`config.mk`:
```
export PLATFORM = sky130hd
export DESIGN_NAME = sync_byte_rx
export DESIGN_NICKNAME = d
export VERILOG_FILES = /design/src/rtl/sync_byte_rx.sv
export SDC_FILE = /design/constraint.sdc
export NUM_CORES = 1
export LEC_CHECK = 0
export BUFFER_PORTS_ARGS = -buffer_cell sky130_fd_sc_hd__buf_2
export CORE_UTILIZATION = 53
export DETAILED_ROUTE_END_ITERATION = 16
export GPL_ROUTABILITY_DRIVEN = 1
export GPL_TIMING_DRIVEN = 0
export PLACE_DENSITY = 0.84
export REMOVE_ABC_BUFFERS = 1
export SETUP_SLACK_MARGIN = 0.1
export SYNTH_ARGS = -nofsm -noshare
export SYNTH_HDL_FRONTEND = slang
export SYNTH_SLANG_ARGS = --single-unit
```
`constraint.sdc`:
```
create_clock -name clk -period 2 [get_ports clk]
set_input_delay 0.4 -clock clk [delete_from_list [all_inputs] [get_ports clk]]
set_output_delay 0.4 -clock clk [all_outputs]
set_load 0.005 [all_outputs]
```
`src/rtl/sync_byte_rx.sv`:
```
module sync_byte_rx #(
  parameter int DIV_W  = 4,
  parameter int DATA_W = 8
) (
  input  logic              clk,
  input  logic              rst_n,
  input  logic              en,
  input  logic              master,
  input  logic [DIV_W-1:0]  div_sel,
  input  logic              stop_req,
  input  logic              rd,
  input  logic              ovr_clr,
  input  logic              scl_in,
  input  logic              sda_in,
  output logic              scl_out,
  output logic              scl_oe,
  output logic [DATA_W-1:0] rx_data,
  output logic              full,
  output logic              overrun,
  output logic [$clog2(DATA_W)-1:0] bit_cnt
);
  localparam int CNT_W  = $clog2(DATA_W);
  localparam int HALF_W = DIV_W + 1;

  logic [1:0] scl_sync, sda_sync;
  logic scl_prev;
  logic armed, run, sclk;
  logic [HALF_W-1:0] hcnt;
  logic [DATA_W-1:0] shreg;

  always_ff @(posedge clk or negedge rst_n)
    if (!rst_n) begin
      scl_sync <= 2'b11;
      sda_sync <= 2'b00;
      scl_prev <= 1'b1;
    end else begin
      scl_sync <= {scl_sync[0], scl_in};
      sda_sync <= {sda_sync[0], sda_in};
      scl_prev <= scl_sync[1];
    end

  wire [HALF_W-1:0] half_m1 = HALF_W'(div_sel);
  wire tick        = run && (hcnt == half_m1);
  wire master_rise = tick && !sclk;
  wire slave_rise  = en && !master && scl_sync[1] && !scl_prev;
  wire rise        = master_rise || slave_rise;
  wire sample      = master ? sda_in : sda_sync[1];
  wire last        = (bit_cnt == CNT_W'(DATA_W - 1));
  wire park        = master_rise && last && stop_req;
  wire [DATA_W-1:0] next_byte = {shreg[DATA_W-2:0], sample};

  always_ff @(posedge clk or negedge rst_n)
    if (!rst_n) begin
      armed <= 1'b0;
      run   <= 1'b0;
      sclk  <= 1'b1;
      hcnt  <= '0;
    end else if (!en || !master) begin
      armed <= 1'b0;
      run   <= 1'b0;
      sclk  <= 1'b1;
      hcnt  <= '0;
    end else begin
      armed <= 1'b1;
      if (!armed)    run <= 1'b1;
      else if (park) run <= 1'b0;
      if (tick) begin
        hcnt <= '0;
        sclk <= ~sclk;
      end else if (run) begin
        hcnt <= hcnt + HALF_W'(1);
      end
    end

  always_ff @(posedge clk or negedge rst_n)
    if (!rst_n) begin
      shreg   <= '0;
      bit_cnt <= '0;
    end else if (!en) begin
      shreg   <= '0;
      bit_cnt <= '0;
    end else if (rise) begin
      shreg   <= next_byte;
      bit_cnt <= bit_cnt + CNT_W'(1);
    end

  always_ff @(posedge clk or negedge rst_n)
    if (!rst_n) begin
      rx_data <= '0;
      full    <= 1'b0;
      overrun <= 1'b0;
    end else begin
      if (rd)      full    <= 1'b0;
      if (ovr_clr) overrun <= 1'b0;
      if (rise && last) begin
        if (full) overrun <= 1'b1;
        else begin
          rx_data <= next_byte;
          full    <= 1'b1;
        end
      end
    end

  assign scl_out = sclk;
  assign scl_oe  = en && master;

  // clock released high whenever disabled
  a_r9_idle_high: assert property (@(posedge clk) disable iff (!rst_n)
    !en |=> scl_out);
  // the clock only falls while driven in master mode
  a_r2_fall_needs_master: assert property (@(posedge clk) disable iff (!rst_n)
    $fell(scl_out) |-> $past(en && master));
  // counter only steps by one or clears
  a_r3_count_step: assert property (@(posedge clk) disable iff (!rst_n)
    (bit_cnt != $past(bit_cnt)) |-> (bit_cnt == $past(bit_cnt) + CNT_W'(1) || bit_cnt == '0));
  // buffer fills only at a byte boundary
  a_r4_full_on_boundary: assert property (@(posedge clk) disable iff (!rst_n)
    $rose(full) |-> (bit_cnt == '0));
  // overrun keeps the older byte
  a_r6_keep_old: assert property (@(posedge clk) disable iff (!rst_n)
    $rose(overrun) |-> $stable(rx_data));
endmodule

```
==> After elaboration in Yosys (flattened, before gate mapping) <==
Cells that the tools add are included.
{ "totals": {"ff_bits": 33, "in_bits": 13, "out_inout_bits": 15, "word_cells": 58} }
{ "classes": {"n_addsub": 2, "n_eq_ne": 4, "muxes": 20, "bitwise_logic": 2, "n_reduce_logical": 18} }
{ "op_table": {"columns": ["op", "n"], "rows": [
  ["two-way mux 5 bit", 3],
  ["two-way mux 7 bit", 2],
  ["two-way mux 1 bit", 13],
  ["logical AND 1 bit", 9],
  ["two-way mux 3 bit", 2],
  ["adder 5 x 1 -> 5 bit, second input constant", 1],
  ["== test 5 x 4 -> 1 bit", 1],
  ["zero test 1 bit", 4],
  ["adder 3 x 1 -> 3 bit, second input constant", 1],
  ["== test 3 bit, second input constant", 1],
  ["!= test 3 x 1 -> 1 bit, second input constant", 1],
  ["nonzero test 3 bit", 1],
  ["logical OR 1 bit", 2],
  ["!= test 2 x 1 -> 1 bit, second input constant", 1],
  ["NOT 1 bit", 2],
  ["AND reduction 2 bit", 1],
  ["nonzero test 2 bit", 1]
]} }

==> Longest topological paths before layout <==
{ "logic_depth": {"word_depth": 8, "mapped_depth": 6, "depth_no_buf": 5} }

==> Least setup slack after synthesis <==
OpenSTA, ideal clock, no wires.
{ "synth_path": {"path_kind": "register to register", "start": "register bit_cnt[0]", "end": "register rx_data[0]", "setup_ns": 0.125, "t_arrival_ns": 1.604, "t_required_ns": 1.875, "slack_ns": 0.272, "stages_incl_launch_ff": 6, "n_path_buf": 0, "synth_period_minus_slack_ns": 1.728, "path_cell_list": "dfrtp_1 -> ha_1 -> ha_1 -> nor3b_1 -> a31oi_4 -> mux2_2"} }
{ "synth_via": {"elab_chain_len": 3} }
{ "synth_rtl": {"columns": ["item", "line", "text"], "rows": [
  ["from (decl)", "20", "output logic [$clog2(DATA_W)-1:0] bit_cnt"],
  ["from (signal assigned)", "84", "bit_cnt <= bit_cnt + CNT_W'(1);"],
  ["== test 3 bit", "48", "wire last = (bit_cnt == CNT_W'(DATA_W - 1));"],
  ["logical AND 1 bit", "95", "if (rise && last) begin"],
  ["AND reduction 2 bit (no source line)", null, null],
  ["to (signal assigned)", "98", "rx_data <= next_byte;"],
  ["to (decl)", "17", "output logic [DATA_W-1:0] rx_data,"]
]} }
Every way passes these cells.
A chain may end at the register's enable or synchronous reset.

==> Worst setup path in the final report <==
{ "layout_path": {"start": "register run", "end": "register shreg[2]"} }
{ "layout_via": {"elab_chain_len": 4} }
{ "layout_rtl": {"columns": ["item", "line", "text"], "rows": [
  ["from (decl)", "27", "logic armed, run, sclk;"],
  ["from (signal assigned)", "55", "run <= 1'b0;"],
  ["from (signal assigned)", "60", "run <= 1'b0;"],
  ["from (signal assigned)", "65", "if (!armed) run <= 1'b1;"],
  ["logical AND 1 bit", "43", "wire tick = run && (hcnt == half_m1);"],
  ["logical AND 1 bit", "44", "wire master_rise = tick && !sclk;"],
  ["logical OR 1 bit", "46", "wire rise = master_rise || slave_rise;"],
  ["!= test 2 x 1 -> 1 bit (no source line)", null, null],
  ["to (signal assigned)", "83", "shreg <= next_byte;"],
  ["to (decl)", "29", "logic [DATA_W-1:0] shreg;"]
]} }
Every way passes these cells.

==> flow_summary_export.csv <==
group,metric,value,unit
place,io_buffers,27,
sta,fin_crit,1786,ps
global_route,grt_pass1_vias,991,
power_and_ir_drop,leakagePower,0.8966,nW
detailed_routing,drtAntennaViolNets,0,
power_and_ir_drop,swShare,0.2104,
layout,nets,165,
power_and_ir_drop,p_clk_frac,0.408,
critical_path,required,2210,ps
logic_synthesis,synth_top_area_share,0.4983,
run,cap_violations,0,
clock_tree,cts-htree-levels,2,
sta,skew,10.30,ps
logic_synthesis,yosys_warnings,0,
detailed_routing,routed_wl,2.568,mm
layout,fillers,189,
power_and_ir_drop,power.internal,1.002,mW
detailed_routing,drtIter0Drc,9,
logic_synthesis,seq_area_frac_synth,0.5704,
place,routabilityCongestion,0.8292,
floorplan,die_w,54.42,um
power_and_ir_drop,power_switching,0.2669,mW
sta,max_slew.worst_pin.slew,707.0,ps
detailed_routing,drt-pass1-iter-count,4,
global_route,antenna_found_initial,0,
logic_synthesis,yosys.area_share.simple,0.1323,
detailed_routing,route.detailed.drc,0,
logic_synthesis,synth_area_leaders,"dfrtp_1 (50%), dfstp_2 (7.2%), mux2_2 (7.0%)",
place,hpwl,1.801,mm
logic_synthesis,netlist_instances,118,
layout,multiInputGateArea,594.3,sq um
global_route,overflow,0,
floorplan,core_area,2545,sq um
power_and_ir_drop,combPwrFrac,0.052,
clock_tree,cts.sinks,33,
clock_tree,cts-root-buf,"clkbuf_4",
critical_path,reg2reg_depth,4,
layout,drive_gt1_frac,0.3533,
power_and_ir_drop,seq_power_share,0.540,
power_and_ir_drop,p_per_area,740.2,nW/um^2
clock_tree,insertion_delay,340,ps
sta,min_period_over_period,0.8929,
floorplan,start_util,0.5723,
critical_path,r2r-end,"shreg[2]$_DFFE_PN0P_",
sta,tns,0,ps
sta,timing.hold.ws,92.09,ps
sta,rsz0062_at_grt,"no",
logic_synthesis,ys_types,31,
layout,syn_to_final_growth,17.70,%
clock_tree,cts_tree,"yes",
clock_tree,cts_buffers,5,
logic_synthesis,synth_compound_area_frac,0.07131,
floorplan,rows,18,
sta,max_freq,0.5599,GHz
floorplan,dieHeight,54.42,um
critical_path,reg2reg_slack,210,ps
floorplan,die_area,2962,sq um
critical_path,worstPathMaxFanout,11,
logic_synthesis,ys.flop_type,"dfrtp_1",
critical_path,r2r-start,"run$_DFFE_PN0P_",
detailed_routing,num_vias,1014,
global_route,grt_pass1_wl,4.298,mm
detailed_routing,wl_per_cell,14.27,um
clock_tree,holdBufCountCts,0,
power_and_ir_drop,peakVddDrop,0.6090,mV
sta,finalSetupViolations,0,
min_path,hp-class,"primary input to asynchronous set/reset pin",
sta,drv_slew,0,
run_status,status,"finished clean",
logic_synthesis,yosysMostFrequentCell,"dfrtp_1",
logic_synthesis,synth-edff-count,0,
logic_synthesis,netlist_top_cells_count,"dfrtp_1 (29), nand2_1 (16), mux2i_1 (10)",
logic_synthesis,synth_seq_cells,33,
logic_synthesis,syn_area_per_cell,12.34,sq um
power_and_ir_drop,finalPower,1.269,mW
global_route,groute.usage.overall,0.2154,
logic_synthesis,syn_area,1456,sq um
detailed_routing,viasPerCell,5.633,
critical_path,criticalPathCategory,"flip-flop to flip-flop",
logic_synthesis,synth.largest_area_cell,"dfrtp_1",
logic_synthesis,synthAdderAreaFrac,0.02577,
logic_synthesis,async_flop_share,1.000,
layout,antennaDiodeCount,0,
floorplan,num_io_pins,28,
sta,hold_viol,0,
global_route,grt_max_degree,34,
logic_synthesis,synth_xor_area_frac,0.03608,
critical_path,worstPathArrival,2000,ps
logic_synthesis,synth_top_family_by_area,"multiplexers",
place,pre_cts_slack,103.3,ps
clock_tree,path_clk_slew,100,ps
sta,relSlewSlack,0.5287,
layout,regArea,830.8,sq um
sta,setup_slack,214.1,ps
layout,utilization,0.6736,
logic_synthesis,synth_mux_area_frac,0.1383,
critical_path,end_kind,"flip-flop",
critical_path,critPathLaunchType,"flip-flop",
clock_tree,cts.path.max_buffers,2,
-- flip-flops by register name, indices dropped and copies added, names as in the netlist --
name      count
armed         1
bit_cnt       3
full          1
hcnt          5
overrun       1
run           1
rx_data       8
scl_out       1
scl_prev      1
scl_sync      2
sda_sync      2
shreg         7
-- layer usage --
| layer | track usage | share of wire | routed length (um) | vias up |
|---|---|---|---|---|
| met2 | 0.3496 | 0.49 | 1259 | 24 |
| met4 | 0.1026 | 0.023 | 58 | 0 |
| li1 | - | - | - | 478 |
| met1 | 0.2486 | 0.44 | 1119 | 504 |
| met5 | 0 | 0 | 0 | - |
| met3 | 0.08333 | 0.051 | 130 | 8 |
-- placed cells by master, fill, tap and decap left out, drive strengths merged, types with 5 or more instances in the layout --
| master | synthesis | routed |
|---|---|---|
| nand2 | 16 | 16 |
| nand2b | 5 | 5 |
| mux2i | 10 | 10 |
| mux2 | 9 | 9 |
| buf | 2 | 28 |
| clkbuf | 2 | 7 |
| dfrtp | 29 | 29 |
-- what timing repair did --
| action | CTS | global route |
|---|---|---|
| gates resized for setup | 0 | 2 |
| setup buffers | 0 | 1 |
| setup endpoints to repair | 0 | 16 |
-- metrics by stage --
stage | std cells | instance area [sq um]
CTS | 179 | 1688
detailed placement | 171 | 1603
global placement | 171 | 1603
global route | 180 | 1714
finish | 180 | 1714
floorplan | 114 | 1430
-- worst max path at each step --
stage / from / endpoint / slack [ps] / depth (start not counted)
6_report: run$_DFFE_PN0P_ / shreg[2]$_DFFE_PN0P_ / 210 / 4
5_1_grt: bit_cnt[0]$_DFFE_PN0P_ / rx_data[6]$_DFFE_PN0P_ / 100 / 6
4_1_cts: bit_cnt[0]$_DFFE_PN0P_ / rx_data[1]$_DFFE_PN0P_ / 120 / 5
3_5_place_dp: div_sel[2] / bit_cnt[2]$_DFFE_PN0P_ / 100 / 5
3_3_place_gp: div_sel[2] / shreg[1]$_DFFE_PN0P_ / 150 / 5
2_1_floorplan: bit_cnt[0]$_DFFE_PN0P_ / rx_data[0]$_DFFE_PN0P_ / 270 / 5
-- logic make-up (layout without fill, tap and decap cells) --
kind of cell	count (synthesis)	count (layout)
AO/OA/AOI/OAI	14	14
XOR/XNOR	6	6
adder cells (fa/ha/maj)	3	3
buffers and inverters	7	39
flip-flops	33	33
multiplexers	19	19
AND/OR/NAND/NOR	36	36
-- layout make-up --
class,count,share of cell area
timing repair buffer,28,0.09051
multi-input combinational,78,0.3467
clock buffer,7,0.03212
clock inverter,1,0.01752
inverter,3,0.006569
tap,30,0.02190
sequential,33,0.4847
-- critical path, cell delays in order, from the launching register on --
cell,delay (ps)
dfrtp_1,520
nand2b_2,110
or3_4,430
o31a_2,440
mux2i_1,170
-- power groups by stage --
| stage | clock network (mW) | logic, mW | registers [mW] |
|---|---|---|---|
| after floorplan | 0 | 0.0284 | 0.697 |
| after global placement | 0 | 0.0631 | 0.698 |
| after detailed placement | 0 | 0.0665 | 0.698 |
| after CTS | 0.535 | 0.0670 | 0.685 |
| after global routing | 0.554 | 0.0753 | 0.687 |
| final | 0.518 | 0.0659 | 0.685 |
Note: power is estimated with default switching activity, not from simulation.
